<file path="config.mk">
export PLATFORM = sky130hd
export DESIGN_NAME = mfsr_core
export DESIGN_NICKNAME = d
export VERILOG_FILES = /design/src/rtl/mfsr_core.sv
export SDC_FILE = /design/constraint.sdc
export NUM_CORES = 1
export LEC_CHECK = 0
export CAP_MARGIN = 20
export CORE_UTILIZATION = 51
export CTS_CLUSTER_SIZE = 8
export DETAILED_ROUTE_END_ITERATION = 6
export GPL_TIMING_DRIVEN = 0
export HOLD_SLACK_MARGIN = 0.12
export PLACE_DENSITY = 0.76
export RECOVER_POWER = 50
export SLEW_MARGIN = 20
export SYNTH_ARGS = -nofsm -noshare
export SYNTH_HDL_FRONTEND = slang
export SYNTH_SLANG_ARGS = --single-unit
</file>
<file path="constraint.sdc">
create_clock -name clk -period 8.1 [get_ports clk]
set_input_delay 1.215 -clock clk [delete_from_list [all_inputs] [get_ports clk]]
set_output_delay 1.215 -clock clk [all_outputs]
set_load 0.02 [all_outputs]
</file>
<file path="src/rtl/mfsr_core.sv">
module mfsr_core (
  input  logic         clk,
  input  logic         rst_n,
  input  logic         load,
  input  logic [127:0] key,
  input  logic [127:0] iv,
  input  logic         step,
  input  logic         init_mode,
  input  logic [31:0]  w_in,
  output logic [31:0]  x0,
  output logic [31:0]  x1,
  output logic [31:0]  x2,
  output logic [31:0]  x3
);
  localparam int CW = 31;
  localparam int NC = 16;
  localparam logic [CW-1:0] PRIME = {CW{1'b1}};
  localparam logic [15*NC-1:0] CONSTS = {
    15'h44D7, 15'h26BC, 15'h626B, 15'h135E, 15'h5789, 15'h35E2, 15'h7135, 15'h09AF,
    15'h4D78, 15'h2F13, 15'h6BC4, 15'h1AF1, 15'h5E26, 15'h3C4D, 15'h789A, 15'h47AC};

  logic [CW-1:0] s [NC];

  function automatic logic [CW-1:0] rotl(input logic [CW-1:0] a, input int k);
    return (a << k) | (a >> (CW - k));
  endfunction

  function automatic logic [CW-1:0] maj_rot(input logic [CW-1:0] a, b, c);
    return rotl((a & b) | (a & c) | (b & c), 1);
  endfunction

  logic [CW-1:0] op_a, op_b, op_c, op_d, op_e, op_f, op_w;
  assign op_a = rotl(s[15], 15);
  assign op_b = rotl(s[13], 17);
  assign op_c = rotl(s[10], 21);
  assign op_d = rotl(s[4], 20);
  assign op_e = rotl(s[0], 8);
  assign op_f = s[0];
  assign op_w = init_mode ? w_in[31:1] : '0;

  logic unused_w0;
  assign unused_w0 = w_in[0];

  logic [CW-1:0] s1a, c1a, s1b, c1b, s2, c2, s3, c3, s4, c4;
  assign s1a = op_a ^ op_b ^ op_c;
  assign c1a = maj_rot(op_a, op_b, op_c);
  assign s1b = op_d ^ op_e ^ op_f;
  assign c1b = maj_rot(op_d, op_e, op_f);
  assign s2  = s1a ^ c1a ^ s1b;
  assign c2  = maj_rot(s1a, c1a, s1b);
  assign s3  = s2 ^ c2 ^ c1b;
  assign c3  = maj_rot(s2, c2, c1b);
  assign s4  = s3 ^ c3 ^ op_w;
  assign c4  = maj_rot(s3, c3, op_w);

  logic [CW:0]   raw_sum;
  logic [CW-1:0] folded, top_next;
  assign raw_sum  = {1'b0, s4} + {1'b0, c4};
  assign folded   = raw_sum[CW-1:0] + {{(CW-1){1'b0}}, raw_sum[CW]};
  assign top_next = (folded == '0) ? PRIME : folded;

  always_ff @(posedge clk or negedge rst_n) begin
    if (!rst_n) begin
      for (int i = 0; i < NC; i++) s[i] <= '0;
    end else if (load) begin
      for (int i = 0; i < NC; i++)
        s[i] <= {key[127-8*i -: 8], CONSTS[15*NC-1-15*i -: 15], iv[127-8*i -: 8]};
    end else if (step) begin
      for (int i = 0; i < NC-1; i++) s[i] <= s[i+1];
      s[NC-1] <= top_next;
    end
  end

  assign x0 = {s[15][30:15], s[14][15:0]};
  assign x1 = {s[11][15:0], s[9][30:15]};
  assign x2 = {s[7][15:0], s[5][30:15]};
  assign x3 = {s[2][15:0], s[0][30:15]};


  top_nonzero_chk: assert property (@(posedge clk) disable iff (!rst_n)
    (step && !load) |=> (s[15] != '0));


  shift_down_chk: assert property (@(posedge clk) disable iff (!rst_n)
    (step && !load) |=> (s[14] == $past(s[15]) && s[0] == $past(s[1])));


  hold_chk: assert property (@(posedge clk) disable iff (!rst_n)
    (!step && !load) |=> ($stable(x0) && $stable(x1) && $stable(x2) && $stable(x3)));


  load_fill_chk: assert property (@(posedge clk) disable iff (!rst_n)
    load |=> (s[15][30:23] == $past(key[7:0]) && s[0][7:0] == $past(iv[127:120])));
endmodule

</file>
# Word-level counts from Yosys, hierarchy flattened
# Index checks and enable logic that the tools add are counted.
[word_totals] output_inout_bits=128 word_cells=69 regBits=496 in_bits=293
[op_classes] addsub=2 n_bitwise=45 n_mux=4 n_reduce_logical=2
[ops] op="$mux W496" n=2
[ops] op="$and A31 B31 Y31" n=15
[ops] op="$or A31 B31 Y31" n=10
[ops] op="$xor A31 B31 Y31" n=10
[ops] op="$or A31 B1 Y31" n=5
[ops] op="$mux W31" n=2
[ops] op="$add A31 B31 Y32" n=1
[ops] op="$add A31 B1 Y31" n=1
[ops] op="$logic_not A31 Y1" n=1
[ops] op="$or A31 B15 Y31" n=1
[ops] op="$or A31 B17 Y31" n=1
[ops] op="$or A31 B20 Y31" n=1
[ops] op="$or A31 B21 Y31" n=1
[ops] op="$or A31 B8 Y31" n=1
[ops] op="$reduce_bool A2 Y1" n=1

# Depth between registers and ports, before layout
[depth] depth_word=23 mapped_depth=31 depth_no_buf=30

# Least setup slack after synthesis
# Ideal clock, no wire load.
[synth_timing] path_kind="register to register" startpoint="reg s[365] (netlist bit)" endpoint="reg s[0] (netlist bit)" stages_incl_launch_ff=31 period_less_slack_ns=7.111 setup_ns=0.081 arrival_time_ns=7.030 path_slack_ns=0.989 n_path_buf=2 cell_sequence="dfrtp_1 fa_1 fa_1 fa_1 inv_1 fa_1 inv_1 ha_1 buf_2 nand2_1 o21ai_0 a21bo_2 a31oi_1 a21boi_0 o21ai_0 o21ai_0 o21ai_0 nand2b_1 ha_1 ha_1 nand2_1 nor3_1 nand3_1 nor4_1 and2_0 and2_1 a31oi_1 nor4_4 nand3_4 buf_6 a31oi_2"
[synth_between] elab_chain_cells=21 word_cells_on_any_way=36 classes_between="2 x add/sub; 3 x mux; 30 x bitwise; 1 x reduce/logical"
[synth_lines] element="start: declaration" line="22" source="logic [CW-1:0] s [NC];"
[synth_lines] element="start signal: indexed assignment" line="67" source="s[i] <= {key[127-8*i -: 8], CONSTS[15*NC-1-15*i -: 15], iv[127-8*i -: 8]};"
[synth_lines] element="start signal: indexed assignment" line="70" source="s[NC-1] <= top_next;"
[synth_lines] element="$or A31 B20 Y31 (*)" line="25" source="return (a << k) | (a >> (CW - k));"
[synth_lines] element="$xor A31 B31 Y31 (2 in a row)" line="47" source="assign s1b = op_d ^ op_e ^ op_f;"
[synth_lines] element="$and A31 B31 Y31" line="29" source="return rotl((a & b) | (a & c) | (b & c), 1);"
[synth_lines] element="$or A31 B31 Y31 (2 in a row)" line="29"
[synth_lines] element="$or A31 B1 Y31" line="25"
[synth_lines] element="$and A31 B31 Y31" line="29"
[synth_lines] element="$or A31 B31 Y31 (2 in a row)" line="29"
[synth_lines] element="$or A31 B1 Y31" line="25"
[synth_lines] element="$and A31 B31 Y31" line="29"
[synth_lines] element="$or A31 B31 Y31 (2 in a row)" line="29"
[synth_lines] element="$or A31 B1 Y31" line="25"
[synth_lines] element="$add A31 B31 Y32 (*)" line="58" source="assign raw_sum = {1'b0, s4} + {1'b0, c4};"
[synth_lines] element="$add A31 B1 Y31 (*)" line="59" source="assign folded = raw_sum[CW-1:0] + {{(CW-1){1'b0}}, raw_sum[CW]};"
[synth_lines] element="$logic_not A31 Y1" line="60" source="assign top_next = (folded == '0) ? PRIME : folded;"
[synth_lines] element="$mux W31 (*)" line="60"
[synth_lines] element="$mux W496 (*)" line="68" source="end else if (step) begin"
[synth_lines] element="$mux W496 (*)" line="65" source="end else if (load) begin"
# Every way passes the cells marked *; elsewhere a longest branch is shown, timed or not. The select of a mux whose other input is x is not followed.
# A chain may end at the register's enable or synchronous reset.

# Worst setup path after layout
[layout_timing] startpoint="reg s (netlist bit op_f[29])" endpoint="reg s (netlist bit x0[22])"
[layout_between] elab_chain_cells=21 word_cells_on_any_way=37 classes_between="2 x add/sub; 3 x mux; 31 x bitwise; 1 x reduce/logical"
[layout_lines] element="$or A31 B8 Y31" line="25"
[layout_lines] element="$xor A31 B31 Y31 (2 in a row)" line="47"
[layout_lines] element="$and A31 B31 Y31" line="29"
[layout_lines] element="$or A31 B31 Y31 (2 in a row)" line="29"
[layout_lines] element="$or A31 B1 Y31" line="25"
[layout_lines] element="$and A31 B31 Y31" line="29"
[layout_lines] element="$or A31 B31 Y31 (2 in a row)" line="29"
[layout_lines] element="$or A31 B1 Y31" line="25"
[layout_lines] element="$and A31 B31 Y31" line="29"
[layout_lines] element="$or A31 B31 Y31 (2 in a row)" line="29"
[layout_lines] element="$or A31 B1 Y31" line="25"
[layout_lines] element="$add A31 B31 Y32 (*)" line="58"
[layout_lines] element="$add A31 B1 Y31 (*)" line="59"
[layout_lines] element="$logic_not A31 Y1" line="60"
[layout_lines] element="$mux W31 (*)" line="60"
[layout_lines] element="$mux W496 (*)" line="68"
[layout_lines] element="$mux W496 (*)" line="65"
# Marks and branches as above.

==> impl_metrics.env <==
export IMPL_netlist_area_um2=28800
export IMPL_ys_types=76
export IMPL_wl_met1_um=39900
export IMPL_period_share_pct=96.4
export IMPL_reg2regPathDepth=28
export IMPL_routedWlPerCell_um=25.5
export IMPL_grt_setup_unrepaired="false"
export IMPL_yosys_area_top_type="dfrtp_1"
export IMPL_ys_flop_type="dfrtp_1"
export IMPL_drive_gt1_share_pct=9.98
export IMPL_clock_latency_ns=0.62
export IMPL_die_w_um=240
export IMPL_seq_area_frac_synth_pct=43.1
export IMPL_dp_slack_ns=-1.40
export IMPL_die_area_um2=57400
export IMPL_wl_met2_um=48600
export IMPL_top_layer_used="met5"
export IMPL_status="finished, violations left"
export IMPL_maxSlewViolCount=342
export IMPL_synth_edf_count=0
export IMPL_vias=23200
export IMPL_synth_most_common_cell="dfrtp_1"
export IMPL_dp_hpwl_um=81900
export IMPL_synth_warnings=0
export IMPL_violations="capacitance limit, slew limit"
export IMPL_via_per_inst=5.77
export IMPL_drt_initial_drc_count=1880
export IMPL_portBuffers=418
export IMPL_crit_top_cell="fa_1"
export IMPL_synth_avg_cell_area_um2=10.4
export IMPL_cp_data_required_time_ns=8.61
export IMPL_cp_data_arrival_time_ns=8.33
export IMPL_grt_total_usage_pct=36.5
export IMPL_grt_overflow_total=0
export IMPL_die_h_um=240
export IMPL_fin_nets=3749
export IMPL_critPathKind="reg2reg"
export IMPL_tns_ns=0
export IMPL_cp_start_kind="flop"
export IMPL_fp_row_count=86
export IMPL_crit_path_end_kind="flop"
export IMPL_yosys_area_top_type_share_pct=43.1
export IMPL_setup_viol=0
export IMPL_crit_end="x0[22]"
export IMPL_timing_rr_end="x0[22]"
export IMPL_tritoncts="done"
export IMPL_rr_startpoint="op_f[29]"
export IMPL_drc=0
export IMPL_maxCapViolCount=5
export IMPL_clk_path_buf_depth=3
export IMPL_dr_wl_met3_um=7860
export IMPL_synthTopCellsByArea="dfrtp_1 43%, mux2i_1 16%, fa_1 11%, nand2_1 5.6%, o21ai_0 4.7%"
export IMPL_dp_cells=3931
export IMPL_grt_pass1_wl_um=152000
export IMPL_finClkSkew_ns=0.0205
export IMPL_fmax_ghz=0.128
export IMPL_cts_root_buf="clkbuf_16"
export IMPL_cp_slowest_stage_delay_ns=0.56
export IMPL_grt_pass1_vias=24100
export IMPL_synthTopCellsByCount="496 x dfrtp_1, 464 x mux2i_1, 426 x nand2_1"
export IMPL_slowest_stage="fa_1"
export IMPL_period_minus_slack_ns=7.81
export IMPL_initial_core_util_pct=52.0
export IMPL_relSlewSlack_pct=-183
export IMPL_cts_buffers=72
export IMPL_htree_levels=3
export IMPL_gp_congestion=0.944
export IMPL_setup_slack_ns=0.289
export IMPL_crit_path_max_fanout=9
export IMPL_hold_class="reg2reg"
export IMPL_first_pass_iters=5
export IMPL_r2r_slack_ns=0.29
export IMPL_hold_violations=0
export IMPL_antenna_left=0
export IMPL_syn_inst=2759
export IMPL_grt_max_degree=96
export IMPL_drt_total_wl_um=102000
export IMPL_synthArstFlopShare_pct=100
export IMPL_core_um2=55400
export IMPL_path_clk_slew_ns=0.06
export IMPL_antenna_found_initial=8
export IMPL_clock_sinks=496
export IMPL_area_growth_pct=26.0
export IMPL_synth_fp_nets=3241
export IMPL_worst_slew_pin_slew_ns=4.25
export IMPL_critPathLaunch="op_f[29]"
export IMPL_io_pins=421
export IMPL_synth_seq_cells=496
export IMPL_stdcell_count=4026
export IMPL_hold_buffers=0
## state kept, by name, summed over array words and instances, names as in the netlist
register  cells
x2           32
x0           32
s           353
op_f         31
x3           16
x1           32
## how the worst min path moves through the flow
stage	start	to	slack, ns	cells after the start
6_report	s[103]	s[103]	0.49	1
5_1_grt	s[103]	s[103]	0.51	1
4_1_cts	s[103]	s[103]	0.49	1
3_5_place_dp	s[103]	s[103]	0.48	1
3_3_place_gp	s[103]	s[103]	0.48	1
2_1_floorplan	s[103]	s[103]	0.46	1
## cells by family after synthesis
family / share of synthesized area [%]
simple gates: 11.4
flops: 43.1
mux: 16.1
compound gates: 8.75
buf+inv: 6.85
fa+ha+maj: 12.3
xor+xnor: 1.49
## metal layers
layer / vias to the layer above / GRT usage [%]
met2: 1086 / 59.3
met1: 11600 / 45.3
met4: 8 / 19.3
met5: - / 0
met3: 273 / 8.36
li1: 10200 / -
## final cells by class
| type | instances | area [um2] |
|---|---|---|
| repair buffers | 438 | 4380 |
| inverters | 101 | 379 |
| well taps | 748 | 936 |
| plain buffers | 283 | 1580 |
| diodes | 3 | 7.51 |
| clock inverters | 6 | 92.6 |
| flip-flops and latches | 496 | 12400 |
| fillers | 4291 | 19100 |
| clock buffers | 76 | 1860 |
| multi-input cells | 1875 | 14600 |
## cell usage in the layout (no fill, tap or decap), types with 8 or more instances in the layout
master / netlist / layout
a211oi_1: 12 / 11
a21o_1: 15 / 14
a21oi_1: 37 / 34
a31oi_1: 22 / 20
and2_1: 22 / 21
and3_1: 13 / 10
buf_1: 37 / 33
buf_4: 131 / 144
clkbuf_1: 110 / 115
clkbuf_16: 0 / 74
clkdlybuf4s50_1: 0 / 370
dfrtp_1: 496 / 474
dfrtp_2: 0 / 22
dlygate4sd3_1: 0 / 47
fa_1: 156 / 156
ha_1: 33 / 30
inv_1: 100 / 100
mux2i_1: 464 / 464
nand2_1: 426 / 425
nand3_1: 23 / 22
nand4_1: 15 / 15
nor2_1: 163 / 163
nor3_1: 21 / 17
o211ai_1: 8 / 8
o21ai_0: 272 / 267
or3_1: 17 / 17
xnor2_1: 34 / 34
xor2_1: 15 / 15
## through the flow
step / util, % / hold slack (ns) / area, um2
floorplan: - / 0.459 / 28800
global placement: 61.2 / 0.476 / 33900
detailed placement: 61.5 / 0.479 / 34100
CTS: 65.2 / 0.487 / 36100
global route: 65.5 / 0.513 / 36300
finish: 65.5 / 0.488 / 36300
## worst max-delay path, delay by kind of cell (launching register included)
kind                     cells  cell delay, ns
AO/OA/AOI/OAI               10            2.26
AND/OR/NAND/NOR              9            1.88
flip-flops                   1            0.48
adder cells (fa/ha/maj)      7            2.73
buffers and inverters        2            0.35
## repair_timing
| action | in CTS | in global routing |
|---|---|---|
| hold endpoints to repair | 0 | 0 |
| setup endpoints to repair | 31 | 31 |
| resized for setup | 23 | 52 |
| buffers inserted | 2 | 12 |
| pin swaps | 1 | 14 |
Power is not shown: default switching activity piles up to over one toggle a cycle in this logic, so the estimate is an artifact.
